**src/rtl/ohs_pkg.sv**
```systemverilog
package ohs_pkg;
  typedef enum logic [2:0] {
    PH_IDLE    = 3'd0,
    PH_LATENCY = 3'd1,
    PH_SETTLE  = 3'd2,
    PH_RCAL    = 3'd3,
    PH_ACAL    = 3'd4,
    PH_TRAIL   = 3'd5,
    PH_READY   = 3'd6
  } phase_e;
endpackage

```
**src/rtl/ohs_span.sv**
```systemverilog
// Duration (in ticks) of the phase about to be timed.
module ohs_span
  import ohs_pkg::*;
#(
  parameter int TICKS_PER_MS = 1000,
  parameter int LAT_TICKS    = 250,
  parameter int SET0_MS      = 128,
  parameter int SET1_MS      = 8,
  parameter int SET2_MS      = 64,
  parameter int SET3_MS      = 512,
  parameter int RCAL_MS      = 17,
  parameter int ACAL_MS      = 256,
  parameter int CW           = 20
) (
  input  phase_e          ph,
  input  logic [1:0]      settle_sel,
  output logic [CW-1:0]   span
);
  localparam logic [CW-1:0] T_LAT  = CW'(LAT_TICKS);
  localparam logic [CW-1:0] T_S0   = CW'(SET0_MS * TICKS_PER_MS);
  localparam logic [CW-1:0] T_S1   = CW'(SET1_MS * TICKS_PER_MS);
  localparam logic [CW-1:0] T_S2   = CW'(SET2_MS * TICKS_PER_MS);
  localparam logic [CW-1:0] T_S3   = CW'(SET3_MS * TICKS_PER_MS);
  localparam logic [CW-1:0] T_RCAL = CW'(RCAL_MS * TICKS_PER_MS);
  localparam logic [CW-1:0] T_ACAL = CW'(ACAL_MS * TICKS_PER_MS);
  localparam logic [CW-1:0] T_ONE  = CW'(1);

  always_comb begin
    case (ph)
      PH_LATENCY: span = T_LAT;
      PH_SETTLE: begin
        case (settle_sel)
          2'b00:   span = T_S0;
          2'b01:   span = T_S1;
          2'b10:   span = T_S2;
          default: span = T_S3;
        endcase
      end
      PH_RCAL: span = T_RCAL;
      PH_ACAL: span = T_ACAL;
      default: span = T_ONE;
    endcase
  end
endmodule

```
**src/rtl/ohs_timer.sv**
```systemverilog
// Tick counter for one phase; expire marks the tick that ends it.
module ohs_timer #(
  parameter int CW = 20
) (
  input  logic          clk,
  input  logic          rst,
  input  logic          restart,
  input  logic          tick,
  input  logic [CW-1:0] span,
  output logic          expire
);
  logic [CW-1:0] cnt;

  assign expire = tick && (cnt == span - CW'(1));

  always_ff @(posedge clk) begin
    if (rst || restart) cnt <= '0;
    else if (tick)      cnt <= cnt + CW'(1);
  end

  // without a tick or a restart, the count does not move
  a_r9_hold_without_tick: assert property (@(posedge clk) disable iff (rst)
    (!tick && !restart) |=> $stable(cnt));
endmodule

```
**src/rtl/ohs_sequencer.sv**
```systemverilog
module ohs_sequencer
  import ohs_pkg::*;
#(
  parameter int TICKS_PER_MS = 1000,
  parameter int LAT_TICKS    = 250,
  parameter int SET0_MS      = 128,
  parameter int SET1_MS      = 8,
  parameter int SET2_MS      = 64,
  parameter int SET3_MS      = 512,
  parameter int RCAL_MS      = 17,
  parameter int ACAL_MS      = 256
) (
  input  logic       clk,
  input  logic       rst,
  input  logic       tick,
  input  logic       hook_pin,
  input  logic       hook_reg,
  input  logic [1:0] settle_sel,
  input  logic       rcal_off,
  input  logic       acal_off,
  output logic [2:0] seq_phase,
  output logic       rcal_go,
  output logic       rcal_busy,
  output logic       acal_go,
  output logic       acal_busy,
  output logic       path_ready
);
  localparam int MAX_MS01 = (SET0_MS > SET1_MS) ? SET0_MS : SET1_MS;
  localparam int MAX_MS23 = (SET2_MS > SET3_MS) ? SET2_MS : SET3_MS;
  localparam int MAX_MSS  = (MAX_MS01 > MAX_MS23) ? MAX_MS01 : MAX_MS23;
  localparam int MAX_MSC  = (RCAL_MS > ACAL_MS) ? RCAL_MS : ACAL_MS;
  localparam int MAX_MS   = (MAX_MSS > MAX_MSC) ? MAX_MSS : MAX_MSC;
  localparam int MAX_T0   = MAX_MS * TICKS_PER_MS;
  localparam int MAX_T    = (MAX_T0 > LAT_TICKS) ? MAX_T0 : LAT_TICKS;
  localparam int CW       = $clog2(MAX_T + 1);

  phase_e        st_q, st_d;
  logic          req, expire, restart;
  logic [CW-1:0] span;

  assign req = hook_pin | hook_reg;

  ohs_span #(
    .TICKS_PER_MS(TICKS_PER_MS), .LAT_TICKS(LAT_TICKS),
    .SET0_MS(SET0_MS), .SET1_MS(SET1_MS), .SET2_MS(SET2_MS), .SET3_MS(SET3_MS),
    .RCAL_MS(RCAL_MS), .ACAL_MS(ACAL_MS), .CW(CW)
  ) u_span (
    .ph(st_q), .settle_sel(settle_sel), .span(span)
  );

  ohs_timer #(.CW(CW)) u_timer (
    .clk(clk), .rst(rst), .restart(restart), .tick(tick),
    .span(span), .expire(expire)
  );

  assign restart = (st_d != st_q);

  always_comb begin
    st_d = st_q;
    if (st_q != PH_IDLE && !req) begin
      st_d = PH_IDLE;
    end else begin
      case (st_q)
        PH_IDLE:    if (req) st_d = PH_LATENCY;
        PH_LATENCY: if (expire) st_d = PH_SETTLE;
        PH_SETTLE:  if (expire) st_d = !rcal_off ? PH_RCAL :
                                       !acal_off ? PH_ACAL : PH_TRAIL;
        PH_RCAL:    if (expire) st_d = !acal_off ? PH_ACAL : PH_TRAIL;
        PH_ACAL:    if (expire) st_d = PH_TRAIL;
        PH_TRAIL:   if (expire) st_d = PH_READY;
        default:    st_d = st_q;
      endcase
    end
  end

  always_ff @(posedge clk) begin
    if (rst) begin
      st_q       <= PH_IDLE;
      rcal_go    <= 1'b0;
      rcal_busy  <= 1'b0;
      acal_go    <= 1'b0;
      acal_busy  <= 1'b0;
      path_ready <= 1'b0;
    end else begin
      st_q       <= st_d;
      rcal_go    <= (st_d == PH_RCAL) && (st_q != PH_RCAL);
      rcal_busy  <= (st_d == PH_RCAL);
      acal_go    <= (st_d == PH_ACAL) && (st_q != PH_ACAL);
      acal_busy  <= (st_d == PH_ACAL);
      path_ready <= (st_d == PH_READY);
    end
  end

  assign seq_phase = st_q;

  // strobes land inside their busy window and last one cycle
  a_r8_rgo_in_busy: assert property (@(posedge clk) disable iff (rst)
    rcal_go |-> rcal_busy);
  a_r8_ago_in_busy: assert property (@(posedge clk) disable iff (rst)
    acal_go |-> acal_busy);
  a_r8_rgo_single: assert property (@(posedge clk) disable iff (rst)
    rcal_go |=> !rcal_go);
  a_r8_ago_single: assert property (@(posedge clk) disable iff (rst)
    acal_go |=> !acal_go);
  // dropping the request returns to idle with everything low
  a_r7_abort: assert property (@(posedge clk) disable iff (rst)
    !req |=> (seq_phase == 3'd0 && !path_ready && !rcal_busy && !acal_busy));
  // ready is entered only from the trailing tick phase
  a_r6_ready_after_trail: assert property (@(posedge clk) disable iff (rst)
    $rose(path_ready) |-> $past(seq_phase) == 3'd5);
  // at most one calibration window is open
  a_r5_one_window: assert property (@(posedge clk) disable iff (rst)
    $onehot0({rcal_busy, acal_busy, path_ready}));
  // settle is reached only through latency
  a_r2_order: assert property (@(posedge clk) disable iff (rst)
    (seq_phase == 3'd2 && $past(seq_phase) != 3'd2) |-> $past(seq_phase) == 3'd1);
endmodule

```
**config.mk**
```make
export PLATFORM = sky130hd
export DESIGN_NAME = ohs_sequencer
export DESIGN_NICKNAME = d
export VERILOG_FILES = /design/src/rtl/ohs_pkg.sv /design/src/rtl/ohs_span.sv /design/src/rtl/ohs_timer.sv /design/src/rtl/ohs_sequencer.sv
export SDC_FILE = /design/constraint.sdc
export NUM_CORES = 1
export LEC_CHECK = 0
export BUFFER_PORTS_ARGS = -buffer_cell sky130_fd_sc_hd__buf_2
export CORE_MARGIN = 1
export CORE_UTILIZATION = 50
export DETAILED_ROUTE_END_ITERATION = 10
export PLACE_DENSITY = 0.68
export SETUP_SLACK_MARGIN = 0.2
export SLEW_MARGIN = 30
export SYNTH_ARGS = -nofsm -noshare
export SYNTH_HDL_FRONTEND = slang
export SYNTH_SLANG_ARGS = --single-unit
```
**constraint.sdc**
```tcl
create_clock -name clk -period 4.4 [get_ports clk]
set_clock_uncertainty 0.2 [all_clocks]
set_input_delay 0.22 -clock clk [delete_from_list [all_inputs] [get_ports clk]]
set_output_delay 0.22 -clock clk [all_outputs]
set_load 0.03 [all_outputs]
```
### Word level (Yosys, flattened, before mapping)

Cells that the tools add are included.

| operators by class | value |
|---|---|
| add/sub/neg operators | 2 |
| eq/ne operators | 14 |
| multiplexer cells | 12 |
| bitwise operators | 1 |
| reductions and logical operators | 9 |

Operator list:

| operator | count |
|---|---|
| $pmux W19 S4 | 1 |
| $pmux W19 S3 | 1 |
| $mux W3 | 8 |
| $add A19 B1 Y19 const B | 1 |
| $eq A19 B19 Y1 | 1 |
| $sub A19 B1 Y19 const B | 1 |
| $pmux W3 S6 | 1 |
| $eq A3 B3 Y1 const B | 4 |
| $eq A3 B2 Y1 const B | 3 |
| $logic_and A1 B1 Y1 | 4 |
| $eq A3 B1 Y1 const B | 1 |
| $logic_not A3 Y1 | 1 |
| $ne A3 B2 Y1 const B | 1 |
| $ne A3 B3 Y1 | 1 |
| $ne A3 B3 Y1 const B | 1 |
| $reduce_bool A3 Y1 | 1 |
| $eq A2 B1 Y1 const B | 1 |
| $eq A2 B2 Y1 const B | 1 |
| $logic_not A2 Y1 | 1 |
| $logic_not A1 Y1 | 1 |
| $logic_or A1 B1 Y1 | 1 |
| $mux W1 | 1 |
| $or A1 B1 Y1 | 1 |

| storage, ports and cells | value |
|---|---|
| flip-flop bits (word level) | 27 |
| input bits | 9 |
| output and inout port bits | 8 |
| word-level logic and storage cells | 45 |

### Depth between registers and ports, before layout

| depth | value |
|---|---|
| depth after elaboration | 11 |
| mapped depth | 13 |

### Hierarchy

A second synthesis with hierarchy kept.

| unflattened totals | value |
|---|---|
| cell total of the unflattened synthesis | 275 |
| area, all modules | 2170.8 µm² |

By module, submodules not included:

| module | times used | cells each | area an instance (µm²) | seq. area each (µm²) |
|---|---|---|---|---|
| ohs_timer | 1 | 179 | 1426.4 | 380.4 |
| ohs_sequencer | 1 | 53 | 442.9 | 160.2 |
| ohs_span | 1 | 43 | 301.5 | 0.0 |

### Least setup slack after synthesis

OpenSTA, ideal clock, no wires.

| path | value |
|---|---|
| path kind | register -> register |
| start point | register st_q[2], in the netlist seq_phase[2] |
| end point | register u_timer.cnt[12] |
| data arrival time | 3.271 ns |
| required time | 4.085 ns |
| path slack | 0.814 ns |
| cell stages (with the launch flop) | 14 |
| path buffers | 2 |
| period minus slack after synthesis | 3.586 ns |
| path through | dfxtp_1 -> or3b_1 -> buf_2 -> nand2_2 -> ha_1 -> or4b_4 -> o211ai_2 -> mux2i_1 -> o211a_1 -> nor4b_4 -> a31oi_2 -> o221ai_4 -> buf_8 -> nor2_2 |

| on the way | value |
|---|---|
| cells in the longest elaborated chain, start to end | 10 |

RTL lines:

| what | RTL line | RTL |
|---|---|---|
| start, declared | ohs_sequencer.sv:37 | `phase_e st_q, st_d;` |
| start signal, assigned | ohs_sequencer.sv:85 | `st_q <= st_d;` |
| $eq A3 B3 Y1 (tied with other cells) | ohs_span.sv:29, ohs_sequencer.sv:63 |  |
| $pmux W19 S4 | ohs_span.sv:29 | `case (ph)` |
| $sub A19 B1 Y19 | ohs_timer.sv:14 | `assign expire = tick && (cnt == span - CW'(1));` |
| $eq A19 B19 Y1 | ohs_timer.sv:14 |  |
| $logic_and A1 B1 Y1 | ohs_timer.sv:14 |  |
| $mux W3 (on tied branches) | -- |  |
| $pmux W3 S6 | ohs_sequencer.sv:63 | `case (st_q)` |
| $mux W3 | ohs_sequencer.sv:60 | `if (st_q != PH_IDLE && !req) begin` |
| $ne A3 B3 Y1 (*) | ohs_sequencer.sv:56 | `assign restart = (st_d != st_q);` |
| $logic_or A1 B1 Y1 (*) | ohs_timer.sv:17 | `if (rst \|\| restart) cnt <= '0;` |
| end signal, assigned | ohs_timer.sv:18 | `else if (tick) cnt <= cnt + CW'(1);` |
| end, declared | ohs_timer.sv:12 | `logic [CW-1:0] cnt;` |

Mark *: on every way between the ends. The rest lies on a longest branch, timed or not.
A chain may end at the register's enable or synchronous reset.

### Worst setup path after layout

| path | value |
|---|---|
| start point | register st_q[2], in the netlist seq_phase[2] |
| end point | register u_timer.cnt[7] |

The elaborated chain is that of the path after synthesis.

==> impl_metrics.yaml <==
global_routing:
  grt_pass1_wl_microns: 8560
  grt_usage: 0.253
  grt_pass1_vias: 1754
  grt_max_degree: 32
  antenna_found_initial: 0
  gr-total-overflow: 0
yosys:
  synth_cell_types: 63
  synthArstFlopShare: 0
  synth_top_flop_cell: "dfxtp_1"
  yosys.area_share.xor_xnor: 0.112
  synth-seq-cells: 27
  synth_top_family_by_area: "simple AND/OR/NAND/NOR gates"
  yosys.area_share.simple: 0.324
  synth_nets: 279
  synth-edff-count: 0
  syn_area_sq_um: 2110
  yosysWarnings: 0
  syn_inst: 263
  synth_area_leaders: "dfxtp_1 (26%), xor2_1 (5.8%), nor2_1 (5.5%), xnor2_1 (5.4%), ha_1 (4.2%)"
  yosysTopAreaCellShare: 0.256
  avgSynthCellArea_sq_um: 8.02
  ys_seq_area_frac: 0.256
  synthMuxAreaShare: 0.0148
  yosys.area.top_type: "dfxtp_1"
  yosys.area_share.adder: 0.0415
  synth_compound_area_frac: 0.192
worst_setup_path:
  path_max_fanout: 19
  worstSetupPathType: "reg -> reg"
  path_cells: "or3b_1 -> nand2_2 -> ha_1 -> or4b_4 -> o211ai_2 -> mux2i_1 -> o211a_1 -> nor4b_4 -> a31oi_2 -> o221ai_4 -> buf_4 -> nor2_1"
  crit_required_ns: 4.38
  cp.arrival_ns: 3.78
  slowest_stage: "or3b_1"
  end_kind: "flop"
  cp-start-kind: "flop"
  max_stage_delay_ns: 0.48
final_layout:
  layout_commonest_cell: "nor2_1"
  most-common-layout-cells: "nor2_1 (31), dfxtp_1 (27), nand2_1 (16), buf_2 (16), xor2_1 (14)"
  drive_above_1_share: 0.180
  design_area_sq_um: 2250
  diodes: 0
  areaGrowthSynthToFinish_pct: 6.64
  layout.cells.non_filler: 322
  post-route-util: 0.558
  finalNetCount: 289
die:
  die_area_sq_um: 4480
  rows: 23
  ios: 17
  die_y_microns: 67.0
  die_w_microns: 67.0
  initial_core_util: 0.524
  coreArea_sq_um: 4030
power:
  powerDensity_nw_per_um2: 235
  peakVddDrop_uv: 143
  p_leak_nw: 0.851
clock_network:
  postCtsHoldBufs: 0
  cts_setup_buffers: 0
  cts_tree: "yes"
  cts_sinks: 27
  cts_buffers: 3
  clk_latency_ns: 0.28
  root_buffer: "clkbuf_8"
  clk_pin_slew_worst_paths_ns: 0.11
  clock_path_buffers: 2
  cts_resized: 0
  cts-htree-levels: 1
drt:
  drcViolationCount: 0
  detail_route.wl_per_cell_microns: 15.8
  dr_total_vias: 1888
  postRouteWirelength_microns: 5080
  antenna_left: 0
  drtIter0Drc: 275
  vias_per_cell: 5.86
  drtPass1Iterations: 5
sta:
  setup_viol: 0
  drv_slew: 0
  min_period_over_period: 0.862
  finalHoldViolations: 0
  rsz0062_at_grt: "no"
  tightest_slew_ns: 0.575
  setup_tns_ns: 0
  post-route-min-period_ns: 3.79
  max_slew_margin: 0.613
  fmax_mhz: 264
placed_design:
  place.gp.congestion: 0.917
  dp.cells: 318
  io_buffers: 16
  dp_hpwl_microns: 3660
  dpl_cell_area_sq_um: 2200
hold_path:
  hold_class: "in -> reg"
run:
  cap_violations: 0
status:
  status: "finished, final reports clean"
==> worst paths after layout <==
check,slack [ns],end,depth (start not counted),startpoint
setup / recovery,0.61,u_timer.cnt[7],12,seq_phase[2]
hold / removal,0.03,rcal_go,3,rcal_off
setup reg to reg,0.61,u_timer.cnt[7],12,seq_phase[2]
hold reg to reg,0.37,u_timer.cnt[3],2,u_timer.cnt[3]
==> sequential cells by signal, indices dropped and copies added, names as in the netlist <==
| register | cells |
|---|---|
| acal_go | 1 |
| path_ready | 1 |
| u_timer.cnt | 19 |
| rcal_busy | 1 |
| acal_busy | 1 |
| rcal_go | 1 |
| seq_phase | 3 |
==> kinds of logic after synthesis <==
| family | after synthesis |
|---|---|
| multiplexers | 3 |
| buffers and inverters | 25 |
| flip-flops | 27 |
| adder cells (fa/ha/maj) | 7 |
| AO/OA/AOI/OAI | 55 |
| AND/OR/NAND/NOR | 119 |
| XOR/XNOR | 27 |
==> worst max-delay path: cells and delay by family (launching register included) <==
kind / cells / cell delay, ns
adders and majority gates: 1 / 0.26
buffers and inverters: 1 / 0.30
muxes: 1 / 0.09
DFF: 1 / 0.47
AOI/OAI and AO/OA: 4 / 0.73
and+or+nand+nor: 5 / 1.62
==> where the power goes <==
| group | internal, mW | total, mW | switching (mW) |
|---|---|---|---|
| Sequential | 0.247 | 0.250 | 0.00356 |
| Clock | 0.0668 | 0.159 | 0.0923 |
| Combinational | 0.0446 | 0.119 | 0.0742 |
==> metrics by stage <==
step / power, mW / setup slack, ns / hold slack [ns]
2_1_floorplan: 0.348 / 0.814 / 0.168
3_3_place_gp: 0.373 / 0.761 / 0.327
3_5_place_dp: 0.373 / 0.647 / 0.324
4_1_cts: 0.530 / 0.624 / 0.0148
5_1_grt: 0.552 / 0.313 / 0.0450
6_report: 0.528 / 0.605 / 0.0254
==> synth_stat cells (7+ instances only) <==
cell type,number
nand2_1,16
nor2_2,10
xnor2_1,13
a21oi_1,12
nand3_1,8
dfxtp_1,27
and3_1,9
nand2b_1,7
ha_1,7
buf_2,9
inv_1,9
o21ai_0,12
xor2_1,14
nor2_1,31
==> per-layer routing <==
layer	up-vias	routed length, microns	share of wire	GRT usage
li1	948	-	-	-
met1	882	2470	0.49	0.352
met2	50	2240	0.44	0.384
met3	8	268	0.053	0.0445
met4	0	93	0.018	0.0957
met5	-	0	0	0
==> area by class of cell <==
class                           count  area [sq um]
Sequential cell                    27           541
Clock buffer                        3          41.3
Timing Repair Buffer               21           118
Multi-Input combinational cell    211          1450
Fill cell                         389          1780
Inverter                            9          33.8
Clock inverter                      1          8.76
Tap cell                           50          62.6
Power figures use the tool's default switching activity.
